## src/rtl/vtd_pkg.sv

```systemverilog
package vtd_pkg;
    localparam int unsigned DEF_MOD_CHAR  = 4;
    localparam int unsigned DEF_MOD_HORIZ = 14;
    localparam int unsigned DEF_MOD_ROW   = 12;
    localparam int unsigned DEF_MOD_PAR   = 2;
    localparam int unsigned DEF_MOD_FIELD = 11;

    // Counter width needed to hold the values 0 .. mod-1.
    function automatic int unsigned stage_width(input int unsigned mod);
        return (mod > 1) ? $clog2(mod) : 1;
    endfunction
endpackage

```

## src/rtl/vtd_stage.sv

```systemverilog
module vtd_stage
    import vtd_pkg::*;
#(
    parameter int unsigned MOD = 4,
    localparam int unsigned W  = stage_width(MOD)
) (
    input  logic         clk,
    input  logic         rst_n,
    input  logic         en,
    output logic [W-1:0] cnt,
    output logic         carry
);
    localparam logic [W-1:0] LAST = W'(MOD - 1);

    logic at_last;

    assign at_last = (cnt == LAST);
    assign carry   = en & at_last;

    always_ff @(posedge clk) begin
        if (!rst_n)
            cnt <= '0;
        else if (en)
            cnt <= at_last ? '0 : cnt + W'(1);
    end

    assert_in_range_R9: assert property (@(posedge clk) disable iff (!rst_n)
        cnt <= LAST);

    assert_hold_R2: assert property (@(posedge clk) disable iff (!rst_n)
        !en |=> $stable(cnt));

    assert_step_R3: assert property (@(posedge clk) disable iff (!rst_n)
        (en && !at_last) |=> (cnt == $past(cnt) + W'(1)));

    assert_wrap_R8: assert property (@(posedge clk) disable iff (!rst_n)
        carry |=> (cnt == '0));
endmodule

```

## src/rtl/vid_timing_divider.sv

```systemverilog
module vid_timing_divider
    import vtd_pkg::*;
#(
    parameter int unsigned MOD_CHAR  = DEF_MOD_CHAR,
    parameter int unsigned MOD_HORIZ = DEF_MOD_HORIZ,
    parameter int unsigned MOD_ROW   = DEF_MOD_ROW,
    parameter int unsigned MOD_PAR   = DEF_MOD_PAR,
    parameter int unsigned MOD_FIELD = DEF_MOD_FIELD,
    localparam int unsigned WC = stage_width(MOD_CHAR),
    localparam int unsigned WH = stage_width(MOD_HORIZ),
    localparam int unsigned WR = stage_width(MOD_ROW),
    localparam int unsigned WP = stage_width(MOD_PAR),
    localparam int unsigned WF = stage_width(MOD_FIELD)
) (
    input  logic          clk,
    input  logic          rst_n,
    input  logic          chain_en,
    output logic [WC-1:0] ram_lo,
    output logic [WH-1:0] hcnt,
    output logic [WR-1:0] rcnt,
    output logic [WP-1:0] par,
    output logic [WF-1:0] fcnt,
    output logic          hrz_tick,
    output logic          row_tick,
    output logic          field_tick
);
    logic c_char, c_horiz, c_row, c_par, c_field;

    // Each stage is enabled by the carry of the stage before it.
    vtd_stage #(.MOD(MOD_CHAR))  u_char  (.clk(clk), .rst_n(rst_n), .en(chain_en), .cnt(ram_lo), .carry(c_char));
    vtd_stage #(.MOD(MOD_HORIZ)) u_horiz (.clk(clk), .rst_n(rst_n), .en(c_char),   .cnt(hcnt),   .carry(c_horiz));
    vtd_stage #(.MOD(MOD_ROW))   u_row   (.clk(clk), .rst_n(rst_n), .en(c_horiz),  .cnt(rcnt),   .carry(c_row));
    vtd_stage #(.MOD(MOD_PAR))   u_par   (.clk(clk), .rst_n(rst_n), .en(c_row),    .cnt(par),    .carry(c_par));
    vtd_stage #(.MOD(MOD_FIELD)) u_field (.clk(clk), .rst_n(rst_n), .en(c_par),    .cnt(fcnt),   .carry(c_field));

    assign hrz_tick   = c_horiz;
    assign row_tick   = c_row;
    assign field_tick = c_field;

    assert_row_nest_R5: assert property (@(posedge clk) disable iff (!rst_n)
        row_tick |-> hrz_tick);

    assert_field_nest_R7: assert property (@(posedge clk) disable iff (!rst_n)
        field_tick |-> (row_tick && hrz_tick));

    assert_quiet_R2: assert property (@(posedge clk) disable iff (!rst_n)
        !chain_en |-> !hrz_tick);

    assert_field_clear_R8: assert property (@(posedge clk) disable iff (!rst_n)
        field_tick |=> (ram_lo == '0 && hcnt == '0 && rcnt == '0 && par == '0 && fcnt == '0));

    assert_single_R8: assert property (@(posedge clk) disable iff (!rst_n)
        hrz_tick |=> !hrz_tick);
endmodule

```

## config.mk

```make
export PLATFORM = sky130hd
export DESIGN_NAME = vid_timing_divider
export DESIGN_NICKNAME = d
export VERILOG_FILES = /design/src/rtl/vtd_pkg.sv /design/src/rtl/vtd_stage.sv /design/src/rtl/vid_timing_divider.sv
export SDC_FILE = /design/constraint.sdc
export NUM_CORES = 1
export LEC_CHECK = 0
export ABC_CLOCK_PERIOD_IN_PS = 2500
export BUFFER_PORTS_ARGS = -buffer_cell sky130_fd_sc_hd__buf_4
export CAP_MARGIN = 15
export CORE_ASPECT_RATIO = 0.75
export CORE_MARGIN = 2
export CORE_UTILIZATION = 45
export DETAILED_ROUTE_END_ITERATION = 7
export GPL_ROUTABILITY_DRIVEN = 1
export GPL_TIMING_DRIVEN = 0
export HOLD_SLACK_MARGIN = 0.06
export PLACE_DENSITY = 0.7
export SKIP_CTS_REPAIR_TIMING = 1
export SYNTH_ARGS = -nofsm -noshare
export SYNTH_HDL_FRONTEND = slang
export SYNTH_SLANG_ARGS = --single-unit
export TNS_END_PERCENT = 30
```

## constraint.sdc

```tcl
create_clock -name clk -period 2.5 [get_ports clk]
set_input_delay 0.5 -clock clk [delete_from_list [all_inputs] [get_ports clk]]
set_output_delay 0.5 -clock clk [all_outputs]
set_load 0.01 [all_outputs]
```

== Word-level counts from Yosys, hierarchy flattened ==
Cells that the tools add are included.

* Add/subtract/negate cells: 5
* Eq/ne operators: 4
* Muxes and demuxes: 5
* Bitwise logic cells: 5

{| class="wikitable"
|+ Operator list
! operator !! number
|-
| $add 4x1->4 const B || 3
|-
| $eq 4x4->1 const B || 3
|-
| $mux 4 || 3
|-
| $and 1x1->1 || 5
|-
| $add 2x1->2 const B || 1
|-
| $eq 2x2->1 const B || 1
|-
| $mux 2 || 1
|-
| $add 1x1->1 const B || 1
|-
| $mux 1 || 1
|}

* Flip-flop bits (word level): 15
* Input port bits: 3
* Output and inout bits: 18
* Logic and storage cells: 24

== Depth between registers and ports, before layout ==
* Word-level depth: 6
* Depth in mapped cells: 5
* Mapped depth without buffers: 5

== Modules after synthesis ==
Synthesis repeated with hierarchy kept, for this count alone.

* Cell total of the unflattened synthesis: 75
* Area, all modules: 733.2 um^2

{| class="wikitable"
|+ By module, submodules not included
! module !! instances !! cells an instance !! area each (um^2) !! seq. area each (um^2)
|-
| vtd_stage (u_field) || 1 || 23 || 211.5 || 80.1
|-
| vtd_stage (u_horiz) || 1 || 20 || 197.7 || 80.1
|-
| vtd_stage (u_row) || 1 || 19 || 178.9 || 80.1
|-
| vtd_stage (u_char) || 1 || 9 || 102.6 || 40.0
|-
| vtd_stage (u_par) || 1 || 4 || 42.5 || 20.0
|}

== Least setup slack after synthesis ==
Ideal clock, no wire load.

* Path kind: reg-to-output
* From: reg u_char.cnt[0]
* To: out field_tick
* Arrival time: 1.376 ns
* Required time: 2.000 ns
* Setup slack: 0.624 ns
* Stages on the path, launching flop included: 5
* Buffers on the path: 0
* Cell sequence: dfxtp_1 > ha_1 > nand3_4 > nor3_2 > and4_1

* Longest elaborated chain between the ends: 6

{| class="wikitable"
|+ RTL lines
! element !! RTL line !! text
|-
| start, declared || vtd_stage.sv:10 || <nowiki>output logic [W-1:0] cnt,</nowiki>
|-
| start signal, assigned || vtd_stage.sv:24 || <nowiki>cnt <= at_last ? '0 : cnt + W'(1);</nowiki>
|-
| $eq 2x2->1 || vtd_stage.sv:17 || <nowiki>assign at_last = (cnt == LAST);</nowiki>
|-
| $and 1x1->1 (5 in series) || vtd_stage.sv:18 || <nowiki>assign carry = en & at_last;</nowiki>
|-
| end, declared || vid_timing_divider.sv:25 || <nowiki>output logic field_tick</nowiki>
|}

Every way passes these cells.

== Worst setup path after layout ==
Same ends and word-level chain as after synthesis.

==> impl_metrics.toml <==
[global_routing]
grt_pass1_wl_um = 2590
grt_pass1_vias = 572
grt-ovfl-total = 0
antenna_found_initial = 0
grt_max_degree = 11
grt_usage = 0.177

[timing]
rsz0062_at_grt = "false"
hold_violations = 0
fin_setup_tns_ns = 0
finalSetupViolations = 0
drv_slew = 0
relSlewSlack = 0.713
tightestPinTransition_ns = 0.420
fin_worst_skew_ns = 0.00407
fmax_ghz = 0.426
fin_crit_sh = 0.940
fin_crit_ns = 2.35

[clocking]
cts.sinks = 15
cts_buffer_depth = 2
cts-buffers-inserted = 3
cts_tree = "done"
clk_pin_slew_ns = 0.09
cts_root_buffer = "clkbuf_4"
clk_latency_ns = 0.29
cts_max_level = 1

[finish]
nNetsFinal = 113
diodes = 0
finish.instance_area_sq_um = 991
drive_gt1_frac = 0.280
syn2layout_area_growth_pct = 24.7

[place]
hpwl_um = 1180
port_buffers = 19
gp_congestion = 0.733
dpl_cell_area_sq_um = 965

[floorplan]
io_pins = 21
die_area_sq_um = 2120
initial_core_util = 0.470
rows = 13
core_area_sq_um = 1690
die_h_um = 40.4
die_w_um = 52.5

[power]
peakVddDrop_mv = 0.279
sw_frac_of_total = 0.228
internal_power_mw = 0.316
pwr-share-comb = 0.060
leakagePower_nw = 0.440
seqPwrFrac = 0.598
p_clk_frac = 0.343
power.net_switching_mw = 0.0937
powerDensity_nw_per_um2 = 414

[setup_path]
cp-startpoint = "u_char.cnt[0]"
worst_ep_arrival_time_ns = 1.85
reg2reg_from = "u_char.cnt[0]"
endpoint_kind = "output port"
cp.required_ns = 2.00
startpoint_type = "flip-flop"
cp_max_fo = 10
crit_type = "flip-flop to output port"

[logic_synthesis]
ys.flop_type = "dfxtp_1"
synth.distinct_cells = 34
synth_edf_count = 0
ys_warn_count = 0
syn_avg_cell_area_sq_um = 9.46
synthTopCellsByArea = "dfxtp_1 (38%), mux2i_1 (5.0%), nor2b_1 (4.7%), xor2_1 (4.4%), ha_1 (3.1%)"
synth_cells = 84
yosys-top-cells-count = "dfxtp_1 (15), nor2b_1 (6), nand2_1 (5), o21ai_0 (5)"
netlist_area_sq_um = 795
synth.net_count = 89
yosysMostFrequentCell = "dfxtp_1"
yosysSeqAreaShare = 0.378
synthArstFlopShare = 0
ys_seq_elements = 15
yosysTopAreaCellShare = 0.378
yosysTopAreaCell = "dfxtp_1"

[min_path]
hp-start = "rst_n"
hp-class = "input port to flip-flop"

[routing]
ant_nets = 0
firstDrtPassIters = 4
wl_per_cell_um = 12.6
vias_per_cell = 5.26
drc = 0
vias = 678
drt_wl_total_um = 1620
drtIter0Drc = 6

[run]
maxCapViolations = 0

[outcome]
status = "finished clean"
## flip-flops by register name (all words and copies together) (netlist names)
register	cells
u_horiz.cnt	4
u_row.cnt	4
u_par.cnt	1
u_field.cnt	4
u_char.cnt	2
## layer usage
layer | vias to the layer above | share of wire | global-route usage
met2 | 13 | 0.41 | 0.250
li1 | 348 | - | -
met3 | 4 | 0.059 | 0.0746
met1 | 313 | 0.51 | 0.228
met5 | - | 0 | 0
met4 | 0 | 0.016 | 0.0962
## logic make-up after synthesis
family | Yosys count | share of synthesized area
compound gates | 15 | 0.117
xor+xnor | 5 | 0.0551
fa+ha+maj | 2 | 0.0315
buf+inv | 6 | 0.0315
flops | 15 | 0.378
mux | 4 | 0.0504
simple gates | 37 | 0.337
## worst paths after layout
| path | cells past startpoint | end | slack [ns] |
|---|---|---|---|
| hold reg to reg | 2 | u_field.cnt[3] | 0.52 |
| setup / recovery | 5 | field_tick | 0.15 |
| setup reg to reg | 5 | u_field.cnt[1] | 0.88 |
| hold / removal | 2 | u_char.cnt[1] | 0.49 |
## metrics by stage
step | utilization | setup slack [ns] | std cells | total power, mW | hold slack (ns)
6_report | 0.586 | 0.150 | 129 | 0.410 | 0.489
5_1_grt | 0.586 | 0.0131 | 129 | 0.428 | 0.501
4_1_cts | 0.586 | 0.146 | 129 | 0.415 | 0.492
3_5_place_dp | 0.570 | 0.467 | 125 | 0.275 | 0.496
3_3_place_gp | 0.570 | 0.479 | 125 | 0.274 | 0.490
2_1_floorplan | - | 0.624 | 84 | 0.265 | 0.510
## area by class of cell
type / count / area [sq um]
buffer: 3 / 13.8
clock buffer: 4 / 26.3
fill: 173 / 701
inverter: 3 / 11.3
multi-input combinational: 63 / 469
sequential: 15 / 300
tap: 22 / 27.5
timing repair buffer: 19 / 143
## placed cells by master (no fill, tap or decap), types with 2 or more instances in the layout
master / n
a21boi_1: 2
and2_1: 3
nand3_1: 2
nor2b_1: 6
ha_1: 2
mux2i_1: 4
nor2_1: 4
dfxtp_1: 15
nand4_1: 2
buf_2: 2
a21oi_1: 3
buf_4: 19
o21ai_0: 5
inv_1: 3
clkbuf_4: 3
and3_1: 2
clkbuf_1: 2
xor2_1: 4
nor3b_1: 2
nor3_2: 2
nand2_1: 5
## power groups by stage
stage | registers (mW) | clock network (mW) | logic, mW
2_1_floorplan | 0.252 | 0 | 0.0132
3_3_place_gp | 0.251 | 0 | 0.0239
3_5_place_dp | 0.251 | 0 | 0.0248
4_1_cts | 0.245 | 0.146 | 0.0248
5_1_grt | 0.246 | 0.155 | 0.0272
6_report | 0.245 | 0.140 | 0.0244
## worst max-delay path: stages (launching register included)
cell and delay [ns]:
dfxtp_1 0.39, ha_1 0.28, nand3_4 0.17, nor3_2 0.37, and4_1 0.24, buf_4 0.12
(Power assumes the default switching activity.)
